<file path="src/rtl/hrb_pkg.sv">
package hrb_pkg;
  localparam int NUM_REGS = 4;
  localparam int ADDR_W   = $clog2(NUM_REGS);

  typedef enum logic [ADDR_W-1:0] {
    SLOT_OPA  = 2'd0,
    SLOT_OPB  = 2'd1,
    SLOT_CTRL = 2'd2,
    SLOT_RES  = 2'd3
  } slot_e;

  localparam int STB_RD  = 0;
  localparam int STB_WR  = 1;
  localparam int STB_CLR = 2;
  localparam int NUM_STB = 3;
endpackage

</file>
<file path="src/rtl/hrb_edge_sync.sv">
module hrb_edge_sync #(
  parameter int STAGES = 2
) (
  input  logic clk,
  input  logic rst,
  input  logic async_in,
  output logic rise
);
  logic [STAGES:0] chain_q;

  always_ff @(posedge clk) begin
    if (rst) chain_q <= '0;
    else     chain_q <= {chain_q[STAGES-1:0], async_in};
  end

  assign rise = chain_q[STAGES-1] & ~chain_q[STAGES];

  // a detected edge never lasts more than one cycle
  a_r6_single_pulse: assert property (@(posedge clk) disable iff (rst)
    rise |=> !rise);
endmodule

</file>
<file path="src/rtl/hrb_reg_bank.sv">
module hrb_reg_bank
  import hrb_pkg::*;
#(
  parameter int DATA_W    = 8,
  parameter int START_BIT = 0
) (
  input  logic              clk,
  input  logic              rst,
  input  logic              clr,
  input  logic              wr,
  input  logic              sel,
  input  logic [DATA_W-1:0] din,
  output slot_e             ptr,
  output logic [DATA_W-1:0] op_a,
  output logic [DATA_W-1:0] op_b,
  output logic [DATA_W-1:0] ctrl,
  output logic              start
);
  localparam int NSTORE = NUM_REGS - 1;

  slot_e             ptr_q;
  logic [DATA_W-1:0] store_q [NSTORE];
  logic              start_q;
  logic              wr_data;

  assign wr_data = wr && !sel && !clr;

  always_ff @(posedge clk) begin
    if (rst || clr)      ptr_q <= SLOT_OPA;
    else if (wr && sel)  ptr_q <= slot_e'(din[ADDR_W-1:0]);
  end

  for (genvar gi = 0; gi < NSTORE; gi++) begin : g_store
    always_ff @(posedge clk) begin
      if (rst || clr)
        store_q[gi] <= '0;
      else if (wr_data && (ptr_q == slot_e'(gi)))
        store_q[gi] <= din;
    end
  end

  always_ff @(posedge clk) begin
    if (rst || clr) start_q <= 1'b0;
    else            start_q <= wr_data && (ptr_q == SLOT_CTRL) && din[START_BIT];
  end

  assign ptr   = ptr_q;
  assign op_a  = store_q[SLOT_OPA];
  assign op_b  = store_q[SLOT_OPB];
  assign ctrl  = store_q[SLOT_CTRL];
  assign start = start_q;

  // pointer loads leave stored data alone
  a_r2_ptr_only: assert property (@(posedge clk) disable iff (rst)
    (wr && sel && !clr) |=> ($stable(op_a) && $stable(op_b) && $stable(ctrl)));
  // data write to first operand slot lands there
  a_r3_opa_store: assert property (@(posedge clk) disable iff (rst)
    (wr_data && ptr_q == SLOT_OPA) |=> (op_a == $past(din)));
  // write to result slot touches nothing
  a_r4_res_ignored: assert property (@(posedge clk) disable iff (rst)
    (wr_data && ptr_q == SLOT_RES) |=> ($stable(op_a) && $stable(op_b) && $stable(ctrl)));
  // start is one cycle wide
  a_r9_start_width: assert property (@(posedge clk) disable iff (rst)
    start |=> !start);
  // clear empties pointer and bank
  a_r10_bank_clear: assert property (@(posedge clk) disable iff (rst)
    clr |=> (ptr == SLOT_OPA && op_a == '0 && op_b == '0 && ctrl == '0 && !start));
endmodule

</file>
<file path="src/rtl/hrb_readback.sv">
module hrb_readback
  import hrb_pkg::*;
#(
  parameter int DATA_W   = 8,
  parameter int BUSY_BIT = 7
) (
  input  logic              clk,
  input  logic              rst,
  input  logic              clr,
  input  logic              rd,
  input  slot_e             ptr,
  input  logic [DATA_W-1:0] op_a,
  input  logic [DATA_W-1:0] op_b,
  input  logic [DATA_W-1:0] ctrl,
  input  logic [DATA_W-1:0] result,
  input  logic              busy,
  output logic [DATA_W-1:0] dout
);
  logic [DATA_W-1:0] status_w;
  logic [DATA_W-1:0] pick;
  logic [DATA_W-1:0] dout_q;

  always_comb begin
    status_w           = ctrl;
    status_w[BUSY_BIT] = busy;
  end

  always_comb begin
    unique case (ptr)
      SLOT_OPA:  pick = op_a;
      SLOT_OPB:  pick = op_b;
      SLOT_CTRL: pick = status_w;
      SLOT_RES:  pick = result;
      default:   pick = '0;
    endcase
  end

  always_ff @(posedge clk) begin
    if (rst || clr) dout_q <= '0;
    else if (rd)    dout_q <= pick;
  end

  assign dout = dout_q;

  // output holds between accesses
  a_r8_hold: assert property (@(posedge clk) disable iff (rst)
    !(rd || clr) |=> $stable(dout));
  // clear zeroes the output
  a_r10_dout_clear: assert property (@(posedge clk) disable iff (rst)
    clr |=> (dout == '0));
  // result slot reads the live input
  a_r4_res_read: assert property (@(posedge clk) disable iff (rst)
    (rd && !clr && ptr == SLOT_RES) |=> (dout == $past(result)));
endmodule

</file>
<file path="src/rtl/host_reg_bridge.sv">
module host_reg_bridge
  import hrb_pkg::*;
#(
  parameter int DATA_W      = 8,
  parameter int SYNC_STAGES = 2,
  parameter int START_BIT   = 0,
  parameter int BUSY_BIT    = 7
) (
  input  logic              clk,
  input  logic              rst,
  input  logic              host_rd,
  input  logic              host_wr,
  input  logic              host_clr,
  input  logic              host_sel,
  input  logic [DATA_W-1:0] host_din,
  output logic [DATA_W-1:0] host_dout,
  output logic [DATA_W-1:0] alu_op_a,
  output logic [DATA_W-1:0] alu_op_b,
  output logic [DATA_W-1:0] alu_ctrl,
  output logic              alu_start,
  input  logic [DATA_W-1:0] alu_result,
  input  logic              alu_busy
);
  logic [NUM_STB-1:0] stb_raw;
  logic [NUM_STB-1:0] stb_rise;
  slot_e              ptr;

  assign stb_raw[STB_RD]  = host_rd;
  assign stb_raw[STB_WR]  = host_wr;
  assign stb_raw[STB_CLR] = host_clr;

  for (genvar gs = 0; gs < NUM_STB; gs++) begin : g_sync
    hrb_edge_sync #(.STAGES(SYNC_STAGES)) u_sync (
      .clk      (clk),
      .rst      (rst),
      .async_in (stb_raw[gs]),
      .rise     (stb_rise[gs])
    );
  end

  hrb_reg_bank #(.DATA_W(DATA_W), .START_BIT(START_BIT)) u_bank (
    .clk   (clk),
    .rst   (rst),
    .clr   (stb_rise[STB_CLR]),
    .wr    (stb_rise[STB_WR]),
    .sel   (host_sel),
    .din   (host_din),
    .ptr   (ptr),
    .op_a  (alu_op_a),
    .op_b  (alu_op_b),
    .ctrl  (alu_ctrl),
    .start (alu_start)
  );

  hrb_readback #(.DATA_W(DATA_W), .BUSY_BIT(BUSY_BIT)) u_rb (
    .clk    (clk),
    .rst    (rst),
    .clr    (stb_rise[STB_CLR]),
    .rd     (stb_rise[STB_RD]),
    .ptr    (ptr),
    .op_a   (alu_op_a),
    .op_b   (alu_op_b),
    .ctrl   (alu_ctrl),
    .result (alu_result),
    .busy   (alu_busy),
    .dout   (host_dout)
  );

  // a start pulse only follows a write edge to the control slot
  a_r9_start_cause: assert property (@(posedge clk) disable iff (rst)
    alu_start |-> $past(stb_rise[STB_WR] && !host_sel && ptr == SLOT_CTRL && host_din[START_BIT]));
  // clear overrides a simultaneous write
  a_r11_clr_wins: assert property (@(posedge clk) disable iff (rst)
    (stb_rise[STB_CLR] && stb_rise[STB_WR]) |=> (alu_op_a == '0 && alu_op_b == '0 && alu_ctrl == '0));
endmodule

</file>
<file path="config.mk">
export PLATFORM = sky130hd
export DESIGN_NAME = host_reg_bridge
export DESIGN_NICKNAME = d
export VERILOG_FILES = /design/src/rtl/hrb_pkg.sv /design/src/rtl/hrb_edge_sync.sv /design/src/rtl/hrb_reg_bank.sv /design/src/rtl/hrb_readback.sv /design/src/rtl/host_reg_bridge.sv
export SDC_FILE = /design/constraint.sdc
export NUM_CORES = 1
export LEC_CHECK = 0
export ABC_AREA = 0
export BUFFER_PORTS_ARGS = -buffer_cell sky130_fd_sc_hd__buf_2
export CAP_MARGIN = 10
export CORE_UTILIZATION = 50
export DETAILED_ROUTE_END_ITERATION = 12
export HOLD_SLACK_MARGIN = 0.12
export PLACE_DENSITY = 0.88
export SLEW_MARGIN = 20
export SYNTH_ARGS = -nofsm -noshare
export SYNTH_HDL_FRONTEND = slang
export SYNTH_HIERARCHICAL = 1
export SYNTH_SLANG_ARGS = --single-unit
</file>
<file path="constraint.sdc">
create_clock -name clk -period 2.2 [get_ports clk]
set_clock_uncertainty 0.15 [all_clocks]
set_input_delay 0.11 -clock clk [delete_from_list [all_inputs] [get_ports clk]]
set_output_delay 0.11 -clock clk [all_outputs]
set_load 0.05 [all_outputs]
</file>
# Word level (Yosys, flattened, before mapping)
# Memory sizes are Yosys's and may differ from the RTL's.
# Index checks and enable logic that the tools add are counted.
# word_totals
input_bits	23
ramBits	24
output_inout_bits	33
wordCells	45
reg_bits	20
memories	1
# op_classes
mux	15
n_reduce_logical	11
eq_ne	3
n_bitwise	9
# memory_table
memory	words	width	read_ports	rd_ports_with_merged_regs	write_ports	line_no	source
u_bank.store_q	3	8	3	0	3	hrb_reg_bank.sv:22	logic [DATA_W-1:0] store_q [NSTORE];
# op_table
cell	n
$pmux W8 S4	1
$mux W8	3
$mux W1	11
$logic_and A1 B1 Y1	7
$eq A2 B2 Y1 const B	2
$and A1 B1 Y1	3
$not A1 Y1	3
$or A1 B1 Y1	3
$eq A2 B1 Y1 const B	1
$logic_not A1 Y1	2
$logic_not A2 Y1	1
$logic_or A1 B1 Y1	1

# Longest topological paths before layout
# Gate-level depths: netlist of run 1.
# depth
ltp_word	9
ltp_mapped	5

# By module
# The synthesis of run 1 kept the hierarchy.
# modules_own_cells
module	seq_area_each_um2	cells_each	area_each_um2	instances
hrb_reg_bank	780.7	81	1209.9	1
hrb_readback	160.2	47	485.5	1
hrb_edge_sync	60.1	7	87.6	3

# Worst setup path after synthesis of run 1
# Ideal clock, no wire load.
# synth_path
kind	reg-to-reg
startpoint	register g_sync[1].u_sync.chain_q[1]
endpoint	memory u_bank.store_q[0][0] (enable)
stages_incl_launch_ff	4
setup_time_ps	387
path_slack_ps	237
arrival_ps	1426
required_time_ps	1663
path_buffers	0
path_cell_list	dfxtp_1 > nor2b_2 > or2b_1 > o31ai_1
# synth_lines
item	line_no	source
from (decl)	hrb_edge_sync.sv:9	logic [STAGES:0] chain_q;
from (signal assigned)	hrb_edge_sync.sv:13	else chain_q <= {chain_q[STAGES-1:0], async_in};
to (decl)	hrb_reg_bank.sv:22	

# Worst setup path after layout of run 1
# layout_path
startpoint	register g_sync[1].u_sync.chain_q[1]
endpoint	register u_bank.ptr_q[0], in the netlist u_bank/ptr[0]
# layout_between
elab_chain_cells	2
# layout_lines
item	line_no	source
$and A1 B1 Y1	hrb_edge_sync.sv:16	assign rise = chain_q[STAGES-1] & ~chain_q[STAGES];
net stb_rise[1]	host_reg_bridge.sv:25	logic [NUM_STB-1:0] stb_rise;
$logic_and A1 B1 Y1	hrb_reg_bank.sv:30	else if (wr && sel) ptr_q <= slot_e'(din[ADDR_W-1:0]);
to (signal assigned)	hrb_reg_bank.sv:30	
to (decl)	hrb_reg_bank.sv:21	slot_e ptr_q;
# The timed path passes the listed nets, and every way through them passes these cells.
# A chain may end at the register's enable or synchronous reset.

==> results by group, run 1 <==
Outcome
  • Outcome: finished, violations left
  • Failing checks: setup timing

STA
  • Endpoints failing setup: 1
  • Fin crit period: 2.21 ns
  • Final WS setup: -0.00699 ns
  • Slew @ Worst Pin: 0.603 ns
  • Slew headroom: 59.7%
  • Hold WS: 0.0866 ns
  • Setup TNS: -0.00699 ns
  • Fmax: 0.453 GHz
  • Final Max Slew Viols: 0
  • Period utilization: 100%
  • Endpoints failing hold: 0

GRT
  • GRT Overall Usage: 21.9%
  • First-pass GRT wire length: 6730 µm
  • Vias in the first global route: 1448
  • Grt ovf: 0
  • Largest net degree at the start of global routing: 26
  • Initial antenna violation count: 0

Worst setup path
  • Flop-to-flop setup slack: -0.007 ns
  • WP data arrival: 2.23 ns
  • CP Launch Type: flop
  • Reg2reg start: g_sync[1].u_sync/chain_q[1]
  • Critical path class: flop to flop
  • Critical path fanouts, max: 6
  • Reg2reg end: u_bank/ptr[0]
  • Worst Path Required: 2.23 ns
  • Critical Path End Type: flop
  • R2r worst-path depth: 5

CTS
  • Clock buffer depth: 2
  • TritonCTS clock tree: yes
  • H-tree depth: 2
  • Clk pin slew, worst setup/hold paths: 0.08 ns
  • Num CTS Buffers: 5
  • Sinks on Clock Net: 44
  • CTS root buffer: clkbuf_8
  • Worst skew pair latency: 0.29 ns

Detailed routing
  • Vias/cell: 5.20
  • Routed Antenna Nets: 0
  • DRC: 0
  • DRT Wirelength: 4320 µm
  • First DRT Iteration DRCs: 64
  • Drt wl/cell: 15.1 µm
  • DR pass1 iterations: 4
  • DR vias: 1481

Power
  • PwrDens: 668 nW/µm²
  • Worst IR drop on VDD: 0.448 mV
  • Leak: 1.12 nW

Placement
  • IO buf count: 55
  • Final Wtd Congestion: 0.823
  • DP Wirelength: 2790 µm
  • Post-placement cell area: 2280 µm²
  • Dpl ws: 0.367 ns

Worst hold path
  • Worst Hold Depth: 3
  • Hold Crit Class: input pin to flop
  • Hold Path Sink: u_bank/ptr[1]
  • Worst min-delay path startpoint: host_sel

Yosys
  • Most frequent cells after synthesis: edfxtp_1 (24), dfxtp_1 (20), nor3_2 (17), mux2i_1 (16), nor2b_1 (9)
  • Syn Nets: 172
  • EDFF count, synth: 24
  • Area contributors post-synth: edfxtp_1 (37%), dfxtp_1 (20%), nor3_2 (8.7%)
  • Post-synth ARST share: 0%
  • Count leader, synth: edfxtp_1
  • Post-synth top flop: edfxtp_1
  • Area share of the largest cell type after synthesis: 36.8%
  • Avg Cell Area, Syn: 13.1 µm²
  • Register area share after synthesis: 57.3%
  • Yosys warns: 6
  • Syn Inst Count: 149
  • Mapped cell area: 1960 µm²
  • Synth unique cells: 30
  • Register bit count reported by yosys: 44
  • Yosys top cell by area: edfxtp_1

Finish
  • Ant diodes: 0
  • Share of cells above drive strength 1: 41.4%
  • Area Overhead vs Synth: 35.7%
  • Final nets: 259
  • Final instance area: 2660 µm²

Die
  • Core area: 3720 µm²
  • Chip Width: 64.6 µm
  • DIE HEIGHT: 64.6 µm
  • Num rows: 22
  • Starting Density: 52.7%
  • Ports: 56
  • Die ar.: 4170 µm²

Run
  • MaxCap Viol Count: 0
==> kinds of logic after synthesis <==
kind of cell	Yosys count	share of synthesized area (%)
AND/OR/NAND/NOR	48	21.0
flip-flops	44	57.3
AO/OA/AOI/OAI	22	7.80
buffers and inverters	19	5.81
multiplexers	16	8.18
==> state kept, by name, summed over array words and instances, names as in the netlist <==
signal and cells:
g_sync.u_sync/chain_q 9, u_bank/ptr 2, u_bank/start 1, u_bank/store_q 24, u_rb/dout 8
==> power breakdown <==
part	internal, mW	switching [mW]
Combinational	0.0918	0.174
Clock	0.337	0.255
Sequential	0.899	0.0185
==> layout by cell type, fill, tap and decap left out, types with 5 or more instances in the layout <==
master	n
buf_4	11
inv_1	8
o22ai_1	7
nor4_1	5
buf_2	55
dfxtp_1	19
mux2i_1	16
nor2b_1	9
nor3_2	17
a21o_1	7
clkbuf_8	5
dlygate4sd3_1	25
edfxtp_1	24
==> how the worst max path moves through the flow <==
| stage | start | to | cells past startpoint |
|---|---|---|---|
| floorplan | g_sync[1].u_sync/chain_q[1] | u_bank/store_q[0][0] | 3 |
| global placement | g_sync[2].u_sync/chain_q[1] | u_bank/store_q[0][2] | 4 |
| detailed placement | g_sync[2].u_sync/chain_q[1] | u_bank/store_q[0][2] | 4 |
| CTS | g_sync[1].u_sync/chain_q[1] | u_bank/ptr[1] | 5 |
| global route | g_sync[1].u_sync/chain_q[1] | u_bank/ptr[0] | 5 |
| finish | g_sync[1].u_sync/chain_q[1] | u_bank/ptr[0] | 5 |
==> layer usage <==
metal  wire length [µm]  vias up  global-route usage (%)
met3                252       12                    4.75
met5                  0        -                       0
met4                102        0                    9.72
met2               2120       58                    36.3
met1               1850      692                    27.4
li1                   -      719                       -
==> what timing repair did <==
action	in CTS	in global routing
setup endpoints to repair	0	2
gates resized for setup	0	2
setup buffers	0	1
hold endpoints to repair	34	0
hold buffers	26	0
==> through the flow <==
step / cells / total power [mW] / utilization (%)
2_1_floorplan: 149 / 1.09 / -
3_3_place_gp: 251 / 1.16 / 61.5
3_5_place_dp: 251 / 1.17 / 61.5
4_1_cts: 285 / 1.78 / 71.4
5_1_grt: 285 / 1.84 / 71.5
6_report: 285 / 1.77 / 71.5
==> worst max-delay path, cell delays in order (launching register included) <==
cell and delay (ns):
dfxtp_2 0.33, nor2b_4 0.13, and3_1 0.18, dlygate4sd3_1 0.55
o21a_1 0.18, dlygate4sd3_1 0.57
==> final cells by class <==
type	count	area, µm²
flip-flops and latches	44	1120
well taps	48	60.1
clock inverters	2	35.0
inverters	8	30.0
repair buffers	91	608
fillers	250	1060
clock buffers	6	72.6
multi-input cells	86	728
Note: power is estimated with default switching activity, not from simulation.
==> run 2, diff against run 1 <==
- CORE_UTILIZATION: 50 -> 46
- PLACE_DENSITY: 0.88 -> 0.86
- clock period: 2.2 -> 1.8 ns (I/O delays scaled with it)
==> run 2 against run 1 <==
  * The run now ends clean
  * Cell count grew 1.4%
  * Sequential power is 22% higher
  * Global-route usage is 0.85 points lower
  * Core utilization fell by 4.9 points
  * Worst setup slack better by 0.036 ns
  * Largest cell class unchanged
  * Total power up 15%
  * Critical endpoint is now u_bank/store_q[0][6]
  * Via count shrank 0.95%
  * Combinational power increased by 27%
==> results by group, run 2 (same netlist as run 1, synthesis figures left out) <==
Outcome
  • Outcome: complete, no violations

Power
  • Worst IR drop on VDD: 0.466 mV
  • Sw Pwr: 0.560 mW
  • Combinational share of power: 16.5%
  • Leak: 1.13 nW
  • PwrDens: 755 nW/µm²
  • Internal: 1.48 mW
  • Final total power: 2.04 mW
  • Clk network pwr share: 28.6%
  • Reg power frac: 54.9%
  • Switching Fraction: 27.4%

Finish
  • Layout Cells excl Fill: 289
  • Share of cells above drive strength 1: 43.1%
  • Max FFs per register: 24
  • Post-layout util: 66.6%
  • Most frequent cells in the layout: buf_2 (54), dlygate4sd3_1 (27), edfxtp_1 (24), dfxtp_1 (20), nor3_2 (17)
  • Biggest register: u_bank/store_q
  • Area Overhead vs Synth: 38.0%
  • Most frequent standard cell in the layout excluding fill and tap cells: buf_2
  • Final nets: 261
  • Ant diodes: 0

CTS
  • Sinks on Clock Net: 44
  • Post-CTS Setup Bufs: 0
  • TritonCTS clock tree: yes
  • H-tree depth: 2
  • Clock buffer depth: 2
  • Clk pin slew, worst setup/hold paths: 0.08 ns
  • Num CTS Buffers: 5
  • CTS root buffer: clkbuf_8
  • Worst skew pair latency: 0.29 ns

Worst setup path
  • R2r worst-path depth: 4
  • Reg2reg start: g_sync[2].u_sync/chain_q[1]
  • WP data arrival: 1.73 ns
  • Flop-to-flop setup slack: 0.06 ns
  • Critical path class: input pin to flop
  • Reg2reg end: u_bank/store_q[0][6]
  • CP max stage cell: dlygate4sd3_1
  • Crit-path cells: dlygate4sd3_1 > buf_4 > or4b_4 > buf_12 > nor4_2
  • Worst Path Required: 1.76 ns
  • Critical Path End Type: flop
  • Critical path fanouts, max: 25
  • CP Launch Type: input pin
  • Biggest cell delay along the critical path: 0.55 ns

GRT
  • Initial antenna violation count: 0
  • Vias in the first global route: 1474
  • Largest net degree at the start of global routing: 26
  • First-pass GRT wire length: 6890 µm
  • GRT Overall Usage: 21.1%
  • Grt ovf: 0

STA
  • Endpoints failing hold: 0
  • RSZ-0062 raised after global routing: no
  • Final Max Slew Viols: 0
  • Slew headroom: 75.9%
  • Fmax: 0.565 GHz
  • Endpoints failing setup: 0
  • Hold WS: 0.305 ns
  • Slew @ Worst Pin: 0.360 ns
  • Period utilization: 98.4%
  • Fin crit period: 1.77 ns

Die
  • Starting Density: 48.3%
  • DIE HEIGHT: 67.2 µm
  • Ports: 56
  • Die ar.: 4520 µm²
  • Core area: 4060 µm²
  • Num rows: 23
  • Chip Width: 67.2 µm

Placement
  • Final Wtd Congestion: 0.774
  • Inst Count DP: 254
  • DP Wirelength: 2820 µm
  • IO buf count: 55

Detailed routing
  • Vias/cell: 5.08
  • First DRT Iteration DRCs: 96
  • DRT Wirelength: 4530 µm
  • Drt wl/cell: 15.7 µm
  • DRC: 0
  • Routed Antenna Nets: 0
  • DR vias: 1467
  • DR pass1 iterations: 4

Worst hold path
  • Worst Hold Depth: 1
  • Worst min-delay path startpoint: u_rb/dout[0]
  • Hold Path Sink: u_rb/dout[0]
  • Hold Crit Class: flop to flop

Run
  • MaxCap Viol Count: 0
run 2: worst max-delay path, delay by kind of cell:
family | cells | cell delay, ns
simple gates | 2 | 0.71
buf+inv | 3 | 0.92
run 2: stage by stage:
step	setup slack, ns	TNS, ns	cell area (µm²)
4_1_cts	0.0127	0	2680
5_1_grt	0.0163	0	2700
3_3_place_gp	0.101	0	2310
6_report	0.0294	0	2700
3_5_place_dp	0.0160	0	2310
2_1_floorplan	-0.118	-1.88	1960
run 2: area by class of cell:
| cell class | count | area (µm²) |
|---|---|---|
| tap | 50 | 62.6 |
| clock inverter | 3 | 13.8 |
| timing repair buffer | 93 | 643 |
| fill | 294 | 1360 |
| clock buffer | 5 | 68.8 |
| sequential | 44 | 1120 |
| inverter | 8 | 30.0 |
| multi-input combinational | 86 | 762 |
run 2: routing by layer:
metal / vias to the layer above / track usage [%] / part of all wire [%]
met5: - / 0 / 0
met2: 55 / 32.6 / 47
li1: 720 / - / -
met3: 4 / 5.91 / 4.7
met1: 688 / 28.0 / 47
met4: 0 / 7.71 / 0.93
run 2: repair_timing:
item                                    CTS  global route
hold buffers                             27             0
gates resized for setup                   3             5
endpoints found under the setup margin    2            14
hold endpoints to repair                 39             0
run 2: worst max path at each step:
stage                                           start  slack (ns)              endpoint
after CTS                                         rst        0.01  u_bank/store_q[0][4]
final                                             rst        0.03  u_bank/store_q[0][6]
after global routing                              rst        0.02  u_bank/store_q[0][6]
after floorplan                         u_bank/ptr[0]       -0.12  u_bank/store_q[2][0]
after detailed placement  g_sync[2].u_sync/chain_q[1]        0.02  u_bank/store_q[0][0]
after global placement    g_sync[2].u_sync/chain_q[1]        0.10  u_bank/store_q[0][1]
run 2: power by group through the flow:
| stage | sequential (mW) | combinational, mW | clock [mW] |
|---|---|---|---|
| global placement | 1.14 | 0.279 | 0 |
| global route | 1.12 | 0.356 | 0.644 |
| finish | 1.12 | 0.337 | 0.584 |
| floorplan | 1.26 | 0.0783 | 0 |
| CTS | 1.12 | 0.329 | 0.606 |
| detailed placement | 1.14 | 0.285 | 0 |
==> run 3, diff against run 2 <==
- BUFFER_PORTS_ARGS: -buffer_cell sky130_fd_sc_hd__buf_2 -> not set
- CORE_ASPECT_RATIO: not set -> 1.75
- CORE_UTILIZATION: 46 -> 50
- DONT_BUFFER_PORTS: not set -> 1
- PLACE_DENSITY: 0.86 -> 0.79
- SETUP_SLACK_MARGIN: not set -> 0.4
==> run 3 against run 2 <==
  * Total power increased by 17%
  * Critical path depth shrank 1
  * Sequential cell count did not move
==> results by group, run 3 (same netlist as run 1, synthesis figures left out) <==
Power
  • Worst IR drop on VDD: 0.648 mV
  • Leak: 1.13 nW
  • PwrDens: 821 nW/µm²
  • Final total power: 2.38 mW

Die
  • Die ar.: 4180 µm²
  • Core area: 3700 µm²
  • DIE HEIGHT: 84.8 µm
  • Ports: 56
  • Starting Density: 52.9%
  • Num rows: 29
  • Chip Width: 49.3 µm

Finish
  • Most frequent standard cell in the layout excluding fill and tap cells: buf_4
  • Biggest register: u_bank/store_q
  • Final nets: 239
  • Max FFs per register: 24
  • Post-layout util: 78.4%
  • Ant diodes: 0
  • Most frequent cells in the layout: buf_4 (35), dlygate4sd3_1 (28), edfxtp_1 (24), nor3_2 (17)
  • Area Overhead vs Synth: 48.2%
  • Share of cells above drive strength 1: 45.6%

STA
  • Setup TNS: 0 ns
  • Endpoints failing setup: 0
  • Fin crit period: 1.67 ns
  • Slew headroom: 64.9%
  • Endpoints failing hold: 0
  • Final Max Slew Viols: 0
  • Slew @ Worst Pin: 0.526 ns
  • RSZ-0062 raised after global routing: yes
  • Fmax: 0.599 GHz
  • Period utilization: 92.7%

Placement
  • IO buf count: 0
  • Final Wtd Congestion: 0.808
  • DP Wirelength: 3080 µm

Worst setup path
  • Critical Path End Type: flop
  • Reg2reg end: u_bank/store_q[0][4]
  • CP Launch Type: flop
  • Critical path fanouts, max: 25
  • WP data arrival: 1.63 ns
  • Delay-heaviest family, CP: simple AND/OR/NAND/NOR gates
  • Flop-to-flop setup slack: 0.13 ns
  • CP max stage cell: or4b_4
  • R2r worst-path depth: 4
  • Worst Path Required: 1.77 ns
  • Worst Path Buf+Inv: 1
  • Crit-path cells: nor2b_4 > or4b_4 > buf_12 > nor4_1
  • Biggest cell delay along the critical path: 0.48 ns
  • Reg2reg start: g_sync[1].u_sync/chain_q[1]
  • Critical path class: flop to flop

CTS
  • TritonCTS clock tree: yes
  • CTS root buffer: clkbuf_8
  • Worst skew pair latency: 0.30 ns
  • Sinks on Clock Net: 44
  • H-tree depth: 2
  • Clock buffer depth: 2
  • Clk pin slew, worst setup/hold paths: 0.08 ns
  • Num CTS Buffers: 5

GRT
  • Largest net degree at the start of global routing: 26
  • Grt ovf: 0
  • Initial antenna violation count: 0
  • Vias in the first global route: 1477
  • First-pass GRT wire length: 7050 µm
  • GRT Overall Usage: 23.1%

Detailed routing
  • DRT Wirelength: 4530 µm
  • DR pass1 iterations: 4
  • DRC: 0
  • Drt wl/cell: 17.2 µm
  • DR vias: 1419
  • Routed Antenna Nets: 0
  • First DRT Iteration DRCs: 30
  • Vias/cell: 5.40

Worst hold path
  • Worst Hold Depth: 3
  • Hold Crit Class: input pin to flop
  • Hold Path Sink: u_bank/store_q[1][6]
  • Worst min-delay path startpoint: host_sel

Run
  • MaxCap Viol Count: 0

Outcome
  • Outcome: complete, no violations
==> run 3: cell types whose count changed in the layout (fill, tap and decap cells not counted), moves of 4 or more <==
cell / change
o22ai_1: -7
dfxtp_2: +5
buf_2: -54
buf_4: +24
nor4_4: +4
buf_6: +6
dfxtp_1: -5
nor4_2: -4
o22ai_2: +6
==> run 3: worst reg2reg max path, delay by kind of cell, from the launching register on <==
family                 cells  cell delay (ns)
buffers and inverters      1             0.20
DFF                        1             0.33
and+or+nand+nor            3             0.82
==> run 3: area by class of cell <==
cell class | count | area, µm²
sequential | 44 | 1130
multi-input combinational | 86 | 892
fill | 225 | 800
timing repair buffer | 71 | 646
clock buffer | 7 | 119
tap | 46 | 57.6
clock inverter | 1 | 30.0
inverter | 8 | 30.0
==> run 3: what timing repair did <==
action,4_1_cts,5_1_grt
hold buffers,27,1
setup endpoints to repair,57,57
buffers inserted,3,1
hold endpoints to repair,44,5
resized for setup,18,8
pin swaps,4,1
==> run 3: per-layer routing <==
metal  track usage [%]  up-vias  part of all wire [%]
met2              44.1       43                    58
met4              13.1        0                   3.9
met1              21.4      685                    34
li1                  -      678                     -
met3              5.07       13                   3.9
met5                 0        -                     0
==> run 3: worst max-delay path by stage <==
stage,startpoint,end,depth (start not counted)
6_report,g_sync[1].u_sync/chain_q[1],u_bank/store_q[0][4],4
4_1_cts,g_sync[1].u_sync/chain_q[1],u_bank/store_q[0][0],4
2_1_floorplan,g_sync[1].u_sync/chain_q[1],u_bank/store_q[0][6],5
3_3_place_gp,g_sync[1].u_sync/chain_q[1],u_bank/store_q[0][4],4
3_5_place_dp,g_sync[1].u_sync/chain_q[1],u_bank/store_q[0][0],4
5_1_grt,g_sync[1].u_sync/chain_q[1],u_bank/store_q[0][4],4
==> run 3: report_power, final <==
part | switching (mW) | internal, mW | total (mW)
Combinational | 0.208 | 0.133 | 0.341
Clock | 0.322 | 0.582 | 0.904
Sequential | 0.0362 | 1.10 | 1.14
==> run 3: through the flow <==
| step | std cells | hold slack [ns] | area [µm²] | setup WS, ns |
|---|---|---|---|---|
| global placement | 223 | 0.0144 | 2320 | 0.163 |
| CTS | 261 | -0.0994 | 2840 | 0.144 |
| finish | 263 | 0.137 | 2900 | 0.132 |
| detailed placement | 223 | 0.0153 | 2320 | 0.00248 |
| global route | 263 | 0.137 | 2900 | 0.0553 |
| floorplan | 149 | 0.0116 | 2060 | 0.190 |
